--- src/rtl/irq_collector_pkg.sv ---
package irq_collector_pkg;
  localparam int DATA_W    = 8;
  localparam int A_STAT_A  = 0;
  localparam int A_STAT_B  = 1;
  localparam int A_MASK_A  = 2;
  localparam int A_MASK_B  = 3;
  localparam int A_GMODE   = 4;
  localparam int A_PINCFG  = 5;
  localparam logic [DATA_W-1:0] MASK_B_USED = 8'hCF;
  localparam int OVR_EN_BIT  = 7;
  localparam int OVR_VAL_BIT = 6;
endpackage

--- src/rtl/irq_gpio_front.sv ---
module irq_gpio_front #(
  parameter int NUM_GPIO    = 2,
  parameter int SYNC_STAGES = 2
) (
  input  logic                clk,
  input  logic                rst,
  input  logic [NUM_GPIO-1:0] pin_async,
  output logic [NUM_GPIO-1:0] pin_sync,
  output logic [NUM_GPIO-1:0] rise_pulse,
  output logic [NUM_GPIO-1:0] fall_pulse
);
  logic [NUM_GPIO-1:0] prev;

  for (genvar g = 0; g < NUM_GPIO; g++) begin : g_pin
    logic [SYNC_STAGES-1:0] chain;
    always_ff @(posedge clk) begin
      if (rst) begin
        chain   <= '0;
        prev[g] <= 1'b0;
      end else begin
        chain   <= {chain[SYNC_STAGES-2:0], pin_async[g]};
        prev[g] <= chain[SYNC_STAGES-1];
      end
    end
    assign pin_sync[g]   = chain[SYNC_STAGES-1];
    assign rise_pulse[g] = chain[SYNC_STAGES-1] & ~prev[g];
    assign fall_pulse[g] = ~chain[SYNC_STAGES-1] & prev[g];


    single_rise_chk: assert property (@(posedge clk) disable iff (rst)
      rise_pulse[g] |=> !rise_pulse[g]);
  end
endmodule

--- src/rtl/irq_status_bank.sv ---
module irq_status_bank #(
  parameter int WIDTH = 12
) (
  input  logic             clk,
  input  logic             rst,
  input  logic [WIDTH-1:0] set_vec,
  input  logic [WIDTH-1:0] clr_vec,
  output logic [WIDTH-1:0] status
);
  always_ff @(posedge clk) begin
    if (rst) status <= '0;
    else     status <= (status & ~clr_vec) | set_vec;
  end


  set_wins_chk: assert property (@(posedge clk) disable iff (rst)
    (set_vec != '0) |=> ((status & $past(set_vec)) == $past(set_vec)));


  clear_takes_chk: assert property (@(posedge clk) disable iff (rst)
    ((clr_vec & ~set_vec) != '0) |=> ((status & $past(clr_vec & ~set_vec)) == '0));
endmodule

--- src/rtl/irq_pin_drive.sv ---
module irq_pin_drive (
  input  logic clk,
  input  logic rst,
  input  logic irq_raw,
  input  logic ovr_en,
  input  logic ovr_val,
  input  logic push_pull,
  input  logic act_low,
  output logic pin_level,
  output logic pin_oe
);
  logic asserted;
  assign asserted = ovr_en ? ovr_val : irq_raw;

  always_ff @(posedge clk) begin
    if (rst) begin
      pin_level <= 1'b0;
      pin_oe    <= 1'b0;
    end else if (push_pull) begin
      pin_level <= asserted ^ act_low;
      pin_oe    <= 1'b1;
    end else begin
      pin_level <= 1'b0;
      pin_oe    <= asserted;
    end
  end


  od_never_high_chk: assert property (@(posedge clk) disable iff (rst)
    !push_pull |=> !pin_level);


  pp_always_drives_chk: assert property (@(posedge clk) disable iff (rst)
    push_pull |=> pin_oe);


  ovr_shows_value_chk: assert property (@(posedge clk) disable iff (rst)
    (ovr_en && push_pull && !act_low) |=> (pin_level == $past(ovr_val)));
endmodule

--- src/rtl/irq_collector.sv ---
module irq_collector
  import irq_collector_pkg::*;
#(
  parameter int NUM_GPIO    = 2,
  parameter int NUM_PORT    = 2,
  parameter int SYNC_STAGES = 2,
  parameter int ADDR_W      = 3
) (
  input  logic                clk,
  input  logic                rst,
  input  logic                wr_en,
  input  logic [ADDR_W-1:0]   addr,
  input  logic [DATA_W-1:0]   wr_data,
  output logic [DATA_W-1:0]   rd_data,
  input  logic [NUM_GPIO-1:0] gpio_in,
  input  logic [NUM_PORT-1:0] ev_disc,
  input  logic [NUM_PORT-1:0] ev_wake,
  input  logic [NUM_PORT-1:0] ev_attach,
  input  logic [NUM_PORT-1:0] ev_ovp,
  output logic                irq_level,
  output logic                irq_oe
);
  localparam int GPIO_BASE = 2 * NUM_PORT;
  localparam int B_W       = 2 * NUM_PORT;
  localparam int STAT_W    = DATA_W + B_W;

  logic [DATA_W-1:0]   mask_a, mask_b;
  logic [NUM_GPIO-1:0] gmode;
  logic [1:0]          pincfg;
  logic [NUM_GPIO-1:0] g_sync, g_rise, g_fall;
  logic [STAT_W-1:0]   set_vec, clr_vec, status, lvl_sel, lvl_hit, mask_src;
  logic                irq_raw;

  irq_gpio_front #(.NUM_GPIO(NUM_GPIO), .SYNC_STAGES(SYNC_STAGES)) u_front (
    .clk(clk), .rst(rst), .pin_async(gpio_in),
    .pin_sync(g_sync), .rise_pulse(g_rise), .fall_pulse(g_fall));

  // Source packing: A[2p]=disc, A[2p+1]=wake, A[GPIO_BASE+2g]=fall,
  // A[GPIO_BASE+2g+1]=rise; B[p]=ovp, B[NUM_PORT+p]=attach.
  always_comb begin
    set_vec = '0;
    lvl_sel = '0;
    lvl_hit = '0;
    for (int p = 0; p < NUM_PORT; p++) begin
      set_vec[2*p]                 = ev_disc[p];
      set_vec[2*p+1]               = ev_wake[p];
      set_vec[DATA_W+p]            = ev_ovp[p];
      set_vec[DATA_W+NUM_PORT+p]   = ev_attach[p];
    end
    for (int g = 0; g < NUM_GPIO; g++) begin
      set_vec[GPIO_BASE+2*g]   = gmode[g] ? ~g_sync[g] : g_fall[g];
      set_vec[GPIO_BASE+2*g+1] = gmode[g] ?  g_sync[g] : g_rise[g];
      lvl_sel[GPIO_BASE+2*g]   = gmode[g];
      lvl_sel[GPIO_BASE+2*g+1] = gmode[g];
      lvl_hit[GPIO_BASE+2*g]   = gmode[g] & ~g_sync[g];
      lvl_hit[GPIO_BASE+2*g+1] = gmode[g] &  g_sync[g];
    end
  end

  always_comb begin
    clr_vec = '0;
    if (wr_en && addr == ADDR_W'(A_STAT_A)) clr_vec[DATA_W-1:0]      = wr_data;
    if (wr_en && addr == ADDR_W'(A_STAT_B)) clr_vec[STAT_W-1:DATA_W] = wr_data[B_W-1:0];
  end

  irq_status_bank #(.WIDTH(STAT_W)) u_bank (
    .clk(clk), .rst(rst), .set_vec(set_vec), .clr_vec(clr_vec), .status(status));

  assign mask_src = {mask_b[B_W-1:0], mask_a};
  assign irq_raw  = |(((status & ~lvl_sel) | lvl_hit) & mask_src);

  always_ff @(posedge clk) begin
    if (rst) begin
      mask_a <= '0;
      mask_b <= '0;
      gmode  <= '0;
      pincfg <= '0;
    end else if (wr_en) begin
      case (addr)
        ADDR_W'(A_MASK_A): mask_a <= wr_data;
        ADDR_W'(A_MASK_B): mask_b <= wr_data & MASK_B_USED;
        ADDR_W'(A_GMODE):  gmode  <= wr_data[NUM_GPIO-1:0];
        ADDR_W'(A_PINCFG): pincfg <= wr_data[1:0];
        default: ;
      endcase
    end
  end

  always_ff @(posedge clk) begin
    if (rst) rd_data <= '0;
    else begin
      case (addr)
        ADDR_W'(A_STAT_A): rd_data <= status[DATA_W-1:0];
        ADDR_W'(A_STAT_B): rd_data <= DATA_W'(status[STAT_W-1:DATA_W]);
        ADDR_W'(A_MASK_A): rd_data <= mask_a;
        ADDR_W'(A_MASK_B): rd_data <= mask_b;
        ADDR_W'(A_GMODE):  rd_data <= DATA_W'(gmode);
        ADDR_W'(A_PINCFG): rd_data <= DATA_W'(pincfg);
        default:           rd_data <= '0;
      endcase
    end
  end

  irq_pin_drive u_pin (
    .clk(clk), .rst(rst), .irq_raw(irq_raw),
    .ovr_en(mask_b[OVR_EN_BIT]), .ovr_val(mask_b[OVR_VAL_BIT]),
    .push_pull(pincfg[0]), .act_low(pincfg[1]),
    .pin_level(irq_level), .pin_oe(irq_oe));


  masked_quiet_chk: assert property (@(posedge clk) disable iff (rst)
    (!mask_b[OVR_EN_BIT] && mask_src == '0 && !pincfg[0]) |=> !irq_oe);
endmodule

--- config.mk ---
export PLATFORM = sky130hd
export DESIGN_NAME = irq_collector
export DESIGN_NICKNAME = d
export VERILOG_FILES = /design/src/rtl/irq_collector_pkg.sv /design/src/rtl/irq_gpio_front.sv /design/src/rtl/irq_status_bank.sv /design/src/rtl/irq_pin_drive.sv /design/src/rtl/irq_collector.sv
export SDC_FILE = /design/constraint.sdc
export NUM_CORES = 1
export LEC_CHECK = 0
export ABC_CLOCK_PERIOD_IN_PS = 1200
export BUFFER_PORTS_ARGS = -buffer_cell sky130_fd_sc_hd__clkbuf_2
export CAP_MARGIN = 20
export CORE_AREA = 2 2 73 75
export CTS_CLUSTER_DIAMETER = 50
export DETAILED_ROUTE_END_ITERATION = 10
export DIE_AREA = 0 0 75 77
export PLACE_DENSITY = 0.66
export RECOVER_POWER = 100
export SYNTH_ARGS = -nofsm -noshare
export SYNTH_HDL_FRONTEND = slang
export SYNTH_SLANG_ARGS = --single-unit
--- constraint.sdc ---
create_clock -name clk -period 1.2 [get_ports clk]
set_clock_uncertainty 0.05 [all_clocks]
set_input_delay 0.06 -clock clk [delete_from_list [all_inputs] [get_ports clk]]
set_output_delay 0.06 -clock clk [all_outputs]
set_load 0.005 [all_outputs]
==> results of run 1 <==
[final timing paths]
kind | end | cells after the start | slack, ns
max | u_pin.pin_oe | 5 | -0.26
min | mask_b[3] | 3 | 0.004
max reg2reg | u_pin.pin_oe | 5 | -0.26
min reg2reg | u_front.g_pin[1].chain[1] | 1 | 0.39
[layer usage]
layer | global-route usage | vias to the layer above | share of wire
li1 | - | 897 | -
met1 | 0.244 | 817 | 0.49
met2 | 0.261 | 29 | 0.46
met3 | 0.0394 | 6 | 0.032
met4 | 0.0643 | 0 | 0.014
met5 | 0 | - | 0
[report_power, final]
group	total (mW)	internal [mW]	switching, mW
registers	1.62	1.58	0.0345
clock network	1.14	0.621	0.518
logic	0.429	0.236	0.193
[worst max-delay path, cell delays in order, from the launching register on]
cell      delay [ns]
dfxtp_1         0.31
a222oi_1        0.36
nand3_1         0.21
nor4_4          0.21
nor2_1          0.06
o21a_1          0.17
[cells in the final DEF, fill, tap and decap left out, drive strengths merged]
cell type,instances
nor2b,8
clkbuf,40
inv,1
nor2,38
dfxtp,46
buf,44
nor3b,2
and2b,2
nor4,3
a32o,2
dlygate4sd3,16
mux4,2
o21ai,5
a221oi,3
o21a,1
a22oi,5
clkinvlp,1
a222oi,1
mux2,5
nand2b,6
a21oi,17
or3,1
nand3,3
bufinv,1
nor3,4
a32oi,1
nand2,17
nand3b,1
mux2i,20
[per-stage QoR]
stage	util	worst slack, ns	instances	instance area [um^2]
after global routing	0.566	-0.344	366	2820
after detailed placement	0.497	-0.274	340	2480
final	0.566	-0.258	366	2820
after CTS	0.562	-0.256	364	2800
after floorplan	-	-0.107	204	1940
after global placement	0.497	-0.256	340	2480
[kinds of logic after synthesis]
group / after synthesis / share of synthesized area
multiplexers: 27 / 0.155
buffers and inverters: 11 / 0.0284
AND/OR/NAND/NOR: 85 / 0.221
flip-flops: 46 / 0.475
AO/OA/AOI/OAI: 35 / 0.120
[flip-flops by register name (all words and copies together), names as in the netlist]
| name | count |
|---|---|
| mask_b | 6 |
| rd_data | 8 |
| u_front.g_pin.chain | 4 |
| gmode | 2 |
| pincfg | 2 |
| u_front.prev | 2 |
| u_pin.pin_level | 1 |
| u_bank.status | 12 |
| u_pin.pin_oe | 1 |
| mask_a | 8 |
[area by class of cell]
type,instances,share of cell area
Sequential cell,46,0.331
Timing Repair Buffer,94,0.241
Clock inverter,2,0.0133
Multi-Input combinational cell,147,0.357
Tap cell,70,0.0311
Inverter,1,0.00133
Clock buffer,6,0.0258
[what timing repair did]
item,in CTS,in global routing
buffers inserted,0,3
endpoints found under the hold margin,17,0
pin swaps,2,1
hold buffers,16,0
endpoints found under the setup margin,5,5
gates resized for setup,15,6
==> flow_summary_export.csv, run 1 <==
group,metric,value,unit
floorplan,pin_count,34,
critical_path,crit_path_start,"u_bank.status[9]",
logic_synthesis,ys_seq_area_frac,0.475,
placement,dp_hpwl,3550,um
placement,io_buffers,33,
logic_synthesis,ys_ff_latch,46,
finish,multiInputGateArea,1010,um^2
logic_synthesis,synth_top_area_share,0.475,
sta,fin_crit_sh,1.21,
global_route,grt_pass1_wl,7730,um
logic_synthesis,synth_top_area_cell,"dfxtp_1",
clock_network,root_buffer,"clkbuf_8",
logic_synthesis,synth.distinct_cells,35,
logic_synthesis,synth_area_leaders,"dfxtp_1 47%, mux2i_1 10%, nor2_1 7.4%",
sta,drv_slew,0,
routing,post-route-drc-count,0,
critical_path,worstPathArrival,1.62,ns
finish,regArea,931,um^2
floorplan,num_rows,26,
logic_synthesis,synth_common_cells,"46 x dfxtp_1, 38 x nor2_1, 20 x mux2i_1, 17 x a21oi_1, 17 x nand2_1",
logic_synthesis,synth_edf_count,0,
routing,drt-initial-drc-count,71,
clock_network,numCtsBuffers,5,
run_status,outcome,"finished with violations",
flow_run,maxCapViolCount,0,
worst_hold_path,min-delay-start,"wr_data[3]",
logic_synthesis,synth_area,1940,um^2
sta,finalSetupViolations,7,
sta,whs,0.00358,ns
finish,layout.nets,319,
floorplan,initial_core_util,0.390,
power_and_ir_drop,p_per_area,1130,nW/um^2
routing,avgViaCountPerCell,4.78,
floorplan,core_area,4980,um^2
power_and_ir_drop,power,3.19,mW
finish,drive_above_1_share,0.358,
global_route,grt_pass1_vias,1621,
sta,worstMarginPinSlew,0.356,ns
routing,drt_wl_total,4710,um
critical_path,cp_max_fo,3,
sta,setup_ws,-0.258,ns
sta,max_freq,686,MHz
critical_path,crit_type,"reg -> reg",
sta,tns,-0.550,ns
clock_network,h-tree-depth,2,
global_route,track_usage,0.175,
finish,nFillCells,450,
run_status,violations,"setup timing",
global_route,grt_remaining_overflow,0,
sta,slew_headroom,0.762,
logic_synthesis,async_flop_share,0,
floorplan,die_h,77,um
power_and_ir_drop,vdd_drop_max,0.683,mV
critical_path,cp.required,1.36,ns
routing,dr.pass1.iters,4,
routing,ant_nets,0,
logic_synthesis,ys.flop_type,"dfxtp_1",
placement,place.gp.congestion,0.849,
finish,area_growth,45.2,%
finish,num_antenna_cells,0,
routing,wl_per_cell,12.9,um
clock_network,ctsLongestPathBuffers,2,
sta,rsz0062_at_grt,"true",
clock_network,clk_latency,0.30,ns
critical_path,critPathCaptureType,"register",
logic_synthesis,synth_most_common_cell,"dfxtp_1",
floorplan,die_width,75,um
logic_synthesis,syn_nets,228,
clock_network,clk_pin_slew,0.09,ns
worst_hold_path,hp-class,"in -> reg",
global_route,grt_max_degree,26,
sta,period_minus_slack,1.46,ns
clock_network,cts_sinks,46,
floorplan,dieArea,5780,um^2
power_and_ir_drop,total_leakage_power,1.23,nW
critical_path,rr_startpoint,"u_bank.status[9]",
sta,hold_viol,0,
global_route,antenna_found_initial,0,
logic_synthesis,synthCells,204,
critical_path,cp-start-kind,"register",
routing,num_vias,1749,
logic_synthesis,ys_warn_count,0,
logic_synthesis,syn_area_per_cell,9.51,um^2
clock_network,cts_tree,"yes",
(Power assumes the default switching activity.)
==> inputs of run 2 (changes only) <==
- REMOVE_ABC_BUFFERS: unset -> 1
==> run 2 against run 1 <==
The flow finishes with violations (hold timing, setup timing); combinational power down 7.2%; hold slack got worse by 0.015 ns; count of clock-buffer cells in the layout down 1; critical endpoint unchanged; first-iteration DRC count down 31%; non-clock buffer count decreased by 6; register-to-register slack worse by 0.02 ns; cell area down 5.5%; clock power decreased by 19%; via count is 0.34% higher; largest cell class unchanged; largest power group unchanged.
==> flow_summary_export.csv, run 2 (synthesized netlist as in run 1, its figures left out) <==
group,metric,value,unit
run_status,outcome,"finished with violations",
run_status,violations,"hold timing, setup timing",
placement,place.gp.congestion,0.796,
placement,io_buffers,33,
floorplan,die_h,77,um
floorplan,core_area,4980,um^2
finish,num_antenna_cells,0,
critical_path,cp_num_buf_inv,0,
critical_path,rr_startpoint,"u_bank.status[9]",
critical_path,cp_max_fo,3,
worst_hold_path,whs_endpoint,"rd_data[3]",
routing,dr.pass1.iters,4,
routing,drt_wl_total,4910,um
worst_hold_path,hold_depth,2,
global_route,grt_remaining_overflow,0,
clock_network,cts_sinks,46,
routing,wl_per_cell,13.7,um
floorplan,dieArea,5780,um^2
finish,mostFrequentLayoutCells,"41 x dfxtp_1, 37 x nor2_1, 29 x clkbuf_2, 26 x buf_4, 20 x mux2i_1",
sta,slew_headroom,0.663,
routing,drt-initial-drc-count,49,
clock_network,cts_tree,"yes",
floorplan,num_rows,26,
global_route,grt_max_degree,20,
critical_path,crit_type,"reg -> reg",
sta,worstMarginPinSlew,0.502,ns
critical_path,cp-start-kind,"register",
floorplan,initial_core_util,0.390,
finish,largest_register_ffs,12,
global_route,grt_pass1_vias,1673,
clock_network,clk_pin_slew,0.09,ns
routing,num_vias,1755,
critical_path,worstPathArrival,1.63,ns
global_route,grt_pass1_wl,7860,um
sta,hold_viol,1,
floorplan,pin_count,34,
power_and_ir_drop,p_per_area,1100,nW/um^2
clock_network,numCtsBuffers,5,
sta,drv_slew,0,
clock_network,h-tree-depth,2,
routing,ant_nets,0,
finish,layout.nets,313,
critical_path,cp.required,1.35,ns
critical_path,max_stage_delay,0.36,ns
flow_run,maxCapViolCount,0,
finish,finalInstanceArea,2660,um^2
finish,drive_above_1_share,0.308,
finish,regMostFlops,"u_bank.status",
critical_path,r2r_cells,5,
global_route,track_usage,0.181,
critical_path,cp_slowest_cell,"a222oi_1",
routing,post-route-drc-count,0,
sta,period_minus_slack,1.48,ns
finish,layout_commonest_cell,"dfxtp_1",
finish,area_growth,37.3,%
clock_network,root_buffer,"clkbuf_8",
sta,fin_crit_sh,1.23,
power_and_ir_drop,total_leakage_power,1.15,nW
critical_path,crit_family,"compound AO/OA/AOI/OAI gates",
routing,avgViaCountPerCell,4.89,
sta,finalSetupViolations,4,
critical_path,r2r_setup_slack,-0.28,ns
sta,max_freq,675,MHz
clock_network,clk_latency,0.30,ns
placement,dp_hpwl,3530,um
placement,place_area,2450,um^2
worst_hold_path,min-delay-start,"addr[2]",
sta,rsz0062_at_grt,"true",
global_route,antenna_found_initial,0,
sta,setup_ws,-0.281,ns
critical_path,r2r_end,"u_pin.pin_oe",
critical_path,critPathCaptureType,"register",
clock_network,ctsLongestPathBuffers,2,
floorplan,die_width,75,um
worst_hold_path,hp-class,"in -> reg",
sta,whs,-0.0114,ns
finish,top_regs,"u_bank.status: 12 flops, mask_a: 8 flops, rd_data: 8 flops",
critical_path,crit_chain,"a222oi_1 -> nand3_1 -> nor4_4 -> nor2_1 -> o21a_1",
power_and_ir_drop,vdd_drop_max,0.790,mV
## run 2: cell count changes in the layout (fill, tap and decap cells not counted), moves of 2 or more
cell | previous run | this run
buf_4 | 38 | 26
buf_6 | 6 | 3
clkbuf_1 | 7 | 11
clkbuf_2 | 27 | 29
clkbuf_4 | 1 | 3
clkinv_2 | 0 | 2
dfxtp_1 | 38 | 41
dfxtp_2 | 8 | 5
nor3_1 | 2 | 4
nor3b_2 | 0 | 2
nor3b_4 | 2 | 0
## run 2: where the power goes
part / switching (mW) / total (mW) / internal [mW]
clock: 0.533 / 0.925 / 0.392
combinational: 0.184 / 0.398 / 0.214
sequential: 0.0342 / 1.62 / 1.58
total: 0.751 / 2.94 / 2.19
## run 2: metal layers
layer  global-route usage  wire length, um
met5                    0                0
met4               0.0696               77
met3               0.0460              138
met2                0.281             2370
met1                0.236             2320
## run 2: layout make-up
cell class / instances / area [um^2]
tap: 70 / 87.6
timing repair buffer: 88 / 602
inverter: 1 / 3.75
clock buffer: 5 / 68.8
clock inverter: 2 / 10.0
fill: 482 / 2310
multi-input combinational: 147 / 963
sequential: 46 / 927
## run 2: worst max path at each step
stage                           startpoint  cells past startpoint           end
after global placement    u_bank.status[9]                      5  u_pin.pin_oe
after floorplan           u_bank.status[5]                      5  u_pin.pin_oe
final                     u_bank.status[9]                      5  u_pin.pin_oe
after detailed placement  u_bank.status[9]                      5  u_pin.pin_oe
after global routing      u_bank.status[9]                      5  u_pin.pin_oe
after CTS                 u_bank.status[9]                      5  u_pin.pin_oe
## run 2: stage by stage
| step | TNS [ns] | setup slack, ns | std cells | utilization | power [mW] |
|---|---|---|---|---|---|
| 4_1_cts | -0.531 | -0.225 | 359 | 0.543 | 2.95 |
| 5_1_grt | -0.991 | -0.362 | 359 | 0.535 | 3.07 |
| 3_5_place_dp | -0.965 | -0.223 | 337 | 0.493 | 2.01 |
| 3_3_place_gp | -0.580 | -0.172 | 337 | 0.493 | 2.01 |
| 6_report | -0.618 | -0.281 | 359 | 0.535 | 2.94 |
| 2_1_floorplan | -0.193 | -0.107 | 194 | - | 1.79 |
## run 2: repair_timing
action | CTS | global route
pin swaps | 2 | 1
setup endpoints to repair | 5 | 6
buffers inserted | 1 | 0
hold endpoints to repair | 17 | 0
resized for setup | 7 | 7
hold buffers | 15 | 0
